[src/rtl/rts_ctrl_pkg.sv]
package rts_ctrl_pkg;

  typedef enum logic {
    HS_RELEASED = 1'b0,
    HS_ASSERTED = 1'b1
  } hs_state_e;

  localparam int unsigned PIN_COUNT = 2;

endpackage

[src/rtl/rts_thresh.sv]
module rts_thresh #(
  parameter int unsigned DEPTH  = 64,
  parameter int unsigned HYST_W = 4,
  localparam int unsigned CNT_W = $clog2(DEPTH + 1)
) (
  input  logic [CNT_W-1:0]  trig_level,
  input  logic [HYST_W-1:0] hyst_sel,
  output logic [CNT_W-1:0]  upper_mark,
  output logic [CNT_W-1:0]  lower_mark
);

  localparam int unsigned SUM_W = CNT_W + 1;

  logic [SUM_W-1:0] sum_ext;
  logic [SUM_W-1:0] trig_ext;
  logic [SUM_W-1:0] hyst_ext;

  always_comb begin
    trig_ext = SUM_W'(trig_level);
    hyst_ext = SUM_W'(hyst_sel);
    sum_ext  = trig_ext + hyst_ext;

    if (sum_ext > SUM_W'(DEPTH)) begin
      upper_mark = CNT_W'(DEPTH);
    end else begin
      upper_mark = sum_ext[CNT_W-1:0];
    end

    if (trig_ext > hyst_ext) begin
      lower_mark = trig_level - CNT_W'(hyst_sel);
    end else begin
      lower_mark = '0;
    end
  end

endmodule

[src/rtl/rts_hyst_fsm.sv]
module rts_hyst_fsm
  import rts_ctrl_pkg::*;
#(
  parameter int unsigned DEPTH = 64,
  localparam int unsigned CNT_W = $clog2(DEPTH + 1)
) (
  input  logic             clk,
  input  logic             rst_n,
  input  logic [CNT_W-1:0] rx_level,
  input  logic [CNT_W-1:0] upper_mark,
  input  logic [CNT_W-1:0] lower_mark,
  input  logic             auto_en,
  input  logic             manual_req,
  output logic             hs_active,
  output logic             hs_change
);

  hs_state_e state_q;
  hs_state_e state_d;

  always_comb begin
    state_d = state_q;
    if (auto_en) begin
      if (rx_level >= upper_mark) begin
        state_d = HS_RELEASED;
      end else if (rx_level <= lower_mark) begin
        state_d = HS_ASSERTED;
      end
    end else begin
      state_d = manual_req ? HS_ASSERTED : HS_RELEASED;
    end
  end

  always_ff @(posedge clk or negedge rst_n) begin
    if (!rst_n) begin
      state_q <= HS_RELEASED;
    end else if (state_d != state_q) begin
      state_q <= state_d;
    end
  end

  assign hs_active = (state_q == HS_ASSERTED);
  assign hs_change = (state_d != state_q);

endmodule

[src/rtl/rts_status.sv]
module rts_status #(
  parameter int unsigned DEPTH = 64,
  localparam int unsigned CNT_W = $clog2(DEPTH + 1)
) (
  input  logic             clk,
  input  logic             rst_n,
  input  logic [CNT_W-1:0] rx_level,
  input  logic [CNT_W-1:0] trig_level,
  input  logic             hs_change,
  input  logic             ext_feat_en,
  input  logic             ien_wr,
  input  logic             ien_wdata,
  input  logic             msr_rd,
  output logic             chg_ien,
  output logic             line_chg_flag,
  output logic             rx_ready_irq
);

  logic ien_q;
  logic ien_load;
  logic flag_q;
  logic flag_d;
  logic rdy_q;
  logic rdy_d;

  always_comb begin
    ien_load = ien_wr & ext_feat_en;
    flag_d   = (hs_change & ien_q) | (flag_q & ~msr_rd);
    rdy_d    = (rx_level >= trig_level) && (rx_level != '0);
  end

  always_ff @(posedge clk or negedge rst_n) begin
    if (!rst_n) begin
      ien_q <= 1'b0;
    end else if (ien_load) begin
      ien_q <= ien_wdata;
    end
  end

  always_ff @(posedge clk or negedge rst_n) begin
    if (!rst_n) begin
      flag_q <= 1'b0;
      rdy_q  <= 1'b0;
    end else begin
      flag_q <= flag_d;
      rdy_q  <= rdy_d;
    end
  end

  assign chg_ien       = ien_q;
  assign line_chg_flag = flag_q;
  assign rx_ready_irq  = rdy_q;

endmodule

[src/rtl/rx_auto_rts.sv]
module rx_auto_rts
  import rts_ctrl_pkg::*;
#(
  parameter int unsigned DEPTH  = 64,
  parameter int unsigned HYST_W = 4,
  localparam int unsigned CNT_W = $clog2(DEPTH + 1)
) (
  input  logic              clk,
  input  logic              rst_n,
  input  logic [CNT_W-1:0]  rx_level,
  input  logic [CNT_W-1:0]  trig_level,
  input  logic [HYST_W-1:0] hyst_sel,
  input  logic              auto_en,
  input  logic              pin_sel,
  input  logic              manual_req,
  input  logic              ext_feat_en,
  input  logic              ien_wr,
  input  logic              ien_wdata,
  input  logic              msr_rd,
  output logic              rts_n,
  output logic              dtr_n,
  output logic              rx_ready_irq,
  output logic              line_chg_flag
);

  logic [CNT_W-1:0]     upper_mark;
  logic [CNT_W-1:0]     lower_mark;
  logic                 hs_active;
  logic                 hs_change;
  logic                 chg_ien;
  logic [PIN_COUNT-1:0] pins_n;

  rts_thresh #(.DEPTH(DEPTH), .HYST_W(HYST_W)) i_thresh (
    .trig_level (trig_level),
    .hyst_sel   (hyst_sel),
    .upper_mark (upper_mark),
    .lower_mark (lower_mark)
  );

  rts_hyst_fsm #(.DEPTH(DEPTH)) i_fsm (
    .clk        (clk),
    .rst_n      (rst_n),
    .rx_level   (rx_level),
    .upper_mark (upper_mark),
    .lower_mark (lower_mark),
    .auto_en    (auto_en),
    .manual_req (manual_req),
    .hs_active  (hs_active),
    .hs_change  (hs_change)
  );

  rts_status #(.DEPTH(DEPTH)) i_status (
    .clk           (clk),
    .rst_n         (rst_n),
    .rx_level      (rx_level),
    .trig_level    (trig_level),
    .hs_change     (hs_change),
    .ext_feat_en   (ext_feat_en),
    .ien_wr        (ien_wr),
    .ien_wdata     (ien_wdata),
    .msr_rd        (msr_rd),
    .chg_ien       (chg_ien),
    .line_chg_flag (line_chg_flag),
    .rx_ready_irq  (rx_ready_irq)
  );

  // Pin 0 is request-to-send, pin 1 is terminal-ready; unselected pin parks high.
  for (genvar p = 0; p < PIN_COUNT; p++) begin : g_pin
    assign pins_n[p] = ((pin_sel == 1'(p)) && hs_active) ? 1'b0 : 1'b1;
  end

  assign rts_n = pins_n[0];
  assign dtr_n = pins_n[1];

endmodule

[config.mk]
export PLATFORM = sky130hd
export DESIGN_NAME = rx_auto_rts
export DESIGN_NICKNAME = d
export VERILOG_FILES = /design/src/rtl/rts_ctrl_pkg.sv /design/src/rtl/rts_thresh.sv /design/src/rtl/rts_hyst_fsm.sv /design/src/rtl/rts_status.sv /design/src/rtl/rx_auto_rts.sv
export SDC_FILE = /design/constraint.sdc
export NUM_CORES = 1
export LEC_CHECK = 0
export ABC_AREA = 0
export BUFFER_PORTS_ARGS = -buffer_cell sky130_fd_sc_hd__buf_2
export CAP_MARGIN = 20
export CORE_MARGIN = 2
export CORE_UTILIZATION = 45
export CTS_CLUSTER_DIAMETER = 80
export DETAILED_ROUTE_END_ITERATION = 6
export PLACE_DENSITY = 0.69
export SLEW_MARGIN = 15
export SYNTH_ARGS = -nofsm -noshare
export SYNTH_HDL_FRONTEND = slang
export SYNTH_HIERARCHICAL = 1
export SYNTH_SLANG_ARGS = --single-unit
[constraint.sdc]
create_clock -name clk -period 1.4 [get_ports clk]
set_input_delay 0.07 -clock clk [delete_from_list [all_inputs] [get_ports clk]]
set_output_delay 0.07 -clock clk [all_outputs]
set_load 0.02 [all_outputs]
==> flow_metrics.py <==
metrics = {
    "worst_setup_path": {
        "crit_buf_inv": 2,
        "max_stage_delay_ps": 360,
        "critPathKind": "in2reg",
        "required_ps": 1560,
        "path_max_fanout": 5,
        "cpMostUsedCell": "ha_4",
        "slowest_stage": "fa_2",
        "cp_top_family": "adder cells",
        "worstSetupEndpointType": "register",
        "crit_path_start_kind": "input port",
        "path_cells": "buf_8, ha_4, fa_2, nand2b_4, a2bb2oi_4, nand3_2, mux2_4, nor2_4, inv_2, ha_4, a211oi_2, o21ai_2, a21oi_2, xor2_1, and2_1, nand2_1, o21ai_1",
        "arrival_ps": 2570,
    },
    "global_route": {
        "grt_pass1_vias": 1293,
        "antenna_found_initial": 0,
        "overflow": 0,
        "grt_pass1_wl_um": 5350,
        "grt_max_degree": 7,
        "track_usage": 0.203,
    },
    "clocking": {
        "root_buffer": "clkbuf_4",
        "clk_pin_slew_ps": 40,
        "cts_buffer_depth": 2,
        "clkSinkCount": 4,
        "cts_max_level": 1,
        "cts_buffers": 3,
        "clk_latency_ps": 240,
        "cts_tree": "done",
    },
    "yosys": {
        "yosys_warnings": 6,
        "synth_nets": 223,
        "netlist_top_cells_area": "ha_1, inv_1, dfrtp_1",
        "synth_top_area_cell": "ha_1",
        "synth_edf_count": 0,
        "yosysTopAreaCellShare": 0.283,
        "yosysSeqAreaShare": 0.0780,
        "synth_cell_types": 44,
        "synth.avg_cell_area_um2": 7.78,
        "synth_flop_cell": "dfrtp_1",
        "synth_seq_cells": 4,
        "async_reset_ff_frac": 1.00,
        "ys_top_cells_by_count": "inv_1, ha_1, nor2_1, nand2_1, a21oi_1",
        "netlist_area_mm2": 0.00128,
        "synth_cells": 165,
        "yosysMostFrequentCell": "inv_1",
    },
    "route": {
        "finalWirelength_um": 2960,
        "post_drt_wl_per_cell_um": 11.7,
        "initialDrtViolationCount": 41,
        "ant_nets": 0,
        "firstDrtPassIters": 4,
        "vias_per_cell": 4.93,
        "num_vias": 1252,
        "drc": 0,
    },
    "sta": {
        "relSlewSlack": 0.831,
        "fmax_ghz": 0.416,
        "setup_viol": 2,
        "skew_ps": 1.53,
        "hold-worst-slack_ps": 69.2,
        "finalHoldViolations": 0,
        "timing.final.crit_share": 1.72,
        "setup_tns_ps": -1770,
        "fin_crit_ps": 2410,
        "worstMarginPinSlew_ps": 251,
        "fin_ws_ps": -1010,
        "rsz0062_at_grt": "yes",
        "slew_violations": 0,
    },
    "placed_design": {
        "post-dp-hpwl_um": 2610,
        "place_ws_ps": -1350,
        "port_buffers": 30,
        "place_area_mm2": 0.00172,
        "place_congestion": 0.840,
    },
    "cells_and_area": {
        "syn_to_final_growth_pct": 43.6,
        "ff_latch_area_um2": 100,
        "num-fill-cells": 226,
        "layout.nets": 283,
        "drive_above_1_share": 0.439,
        "diodes": 0,
        "stdcell_area_mm2": 0.00184,
        "multi_input_area_mm2": 0.00115,
        "utilization": 0.674,
    },
    "status": {
        "status": "complete, but fails checks",
        "violations": "setup timing",
    },
    "floorplanning": {
        "rows": 19,
        "start_util": 0.470,
        "core_mm2": 0.00273,
        "io_pins": 31,
        "die_w_um": 57.4,
        "die_h_um": 57.4,
        "die_area_mm2": 0.00330,
    },
    "power_and_ir_drop": {
        "power.share.clock": 0.141,
        "p_leak_nw": 0.928,
        "cellPowerDensity_mw_per_mm2": 559,
        "p_int_uw": 609,
        "p_switching_uw": 422,
        "peakVddDrop_v": 0.000682,
        "pwr-share-comb": 0.709,
        "switching_share": 0.409,
        "power_frac_seq": 0.150,
    },
    "run": {
        "cap_violations": 0,
    },
    "min_path": {
        "min_path_type": "in2reg",
    },
}
-- routing by layer --
| metal | vias to the layer above | routed length [um] | track usage |
|---|---|---|---|
| met5 | - | 0 | 0 |
| met4 | 0 | 63 | 0.0698 |
| met3 | 8 | 87 | 0.0159 |
| met2 | 26 | 1640 | 0.406 |
| met1 | 546 | 1170 | 0.217 |
| li1 | 672 | - | - |
-- worst reg2reg max path, cell delays in order, from the launching register on --
cell and delay [ps]:
dfrtp_1 410, nor3_1 180, o21ai_1 100, and2_1 160
nand2_1 50, o21ai_1 60
-- worst paths after layout --
path / startpoint / to / slack, ps / depth (start not counted)
setup / recovery: hyst_sel[0] / i_status/line_chg_flag$_DFF_PN0_ / -1010 / 17
hold / removal: ien_wdata / i_status/chg_ien$_DFFE_PN0P_ / 70 / 2
setup reg to reg: i_fsm/hs_active$_DFFE_PN0P_ / i_status/line_chg_flag$_DFF_PN0_ / 330 / 5
hold reg to reg: i_status/chg_ien$_DFFE_PN0P_ / i_status/line_chg_flag$_DFF_PN0_ / 510 / 2
max in group asynchronous: rst_n / i_fsm/hs_active$_DFFE_PN0P_ / 1130 / 2
min in group asynchronous: rst_n / i_status/chg_ien$_DFFE_PN0P_ / 160 / 2
-- flip-flops by register name (all words and copies together) (netlist names) --
signal                  flops
i_status/rx_ready_irq       1
i_status/chg_ien            1
i_fsm/hs_active             1
i_status/line_chg_flag      1
-- cell type report --
cell class                 count  area share
clock buffer                   3      0.0122
inverter                      31      0.0659
multi-input combinational    126       0.627
sequential                     4      0.0543
tap                           31      0.0210
timing repair buffer          59       0.220
-- placed cells by master, fill, tap and decap left out, types with 2 or more instances in the layout --
cell and count:
dfrtp_1 4, nand4_1 3, a21oi_2 2, ha_1 21
nor3_1 2, ha_4 7, inv_4 2, nand2b_1 3
nand3_1 5, buf_8 2, inv_1 27, buf_4 27
xnor2_1 4, dlygate4sd3_1 2, mux2_2 2, nand2_1 10
nor3_2 2, nor2b_1 4, fa_2 2, a211oi_2 2
xor2_1 3, nor2_1 12, a21oi_1 8, nor2_2 2
inv_2 2, clkbuf_4 3, buf_6 2, o21ai_0 5
o21ai_1 3, buf_2 26
-- repair_timing --
action                                  in CTS  in global routing
hold buffers                                 2                  0
pin swaps                                   13                  7
setup buffers                                2                  0
endpoints found under the hold margin        5                  0
endpoints found under the setup margin       2                  2
resized for setup                           11                  8
-- kinds of logic after synthesis --
group / after synthesis / share of synthesized area
adder cells (fa/ha/maj): 31 / 0.314
AO/OA/AOI/OAI: 30 / 0.171
AND/OR/NAND/NOR: 55 / 0.243
flip-flops: 4 / 0.0780
XOR/XNOR: 7 / 0.0478
buffers and inverters: 35 / 0.118
multiplexers: 3 / 0.0292
-- stage by stage --
stage	cells	power (mW)
after floorplan	165	0.619
after global placement	247	0.828
after detailed placement	247	0.851
after CTS	254	1.03
after global routing	254	1.15
final	254	1.03
-- power groups by stage --
stage	registers, mW	clock network, mW	logic (mW)
floorplan	0.172	0	0.447
global placement	0.156	0	0.672
detailed placement	0.156	0	0.695
CTS	0.155	0.153	0.725
global route	0.158	0.159	0.831
finish	0.155	0.145	0.731
No activity file was read; power rests on OpenSTA's default activity.
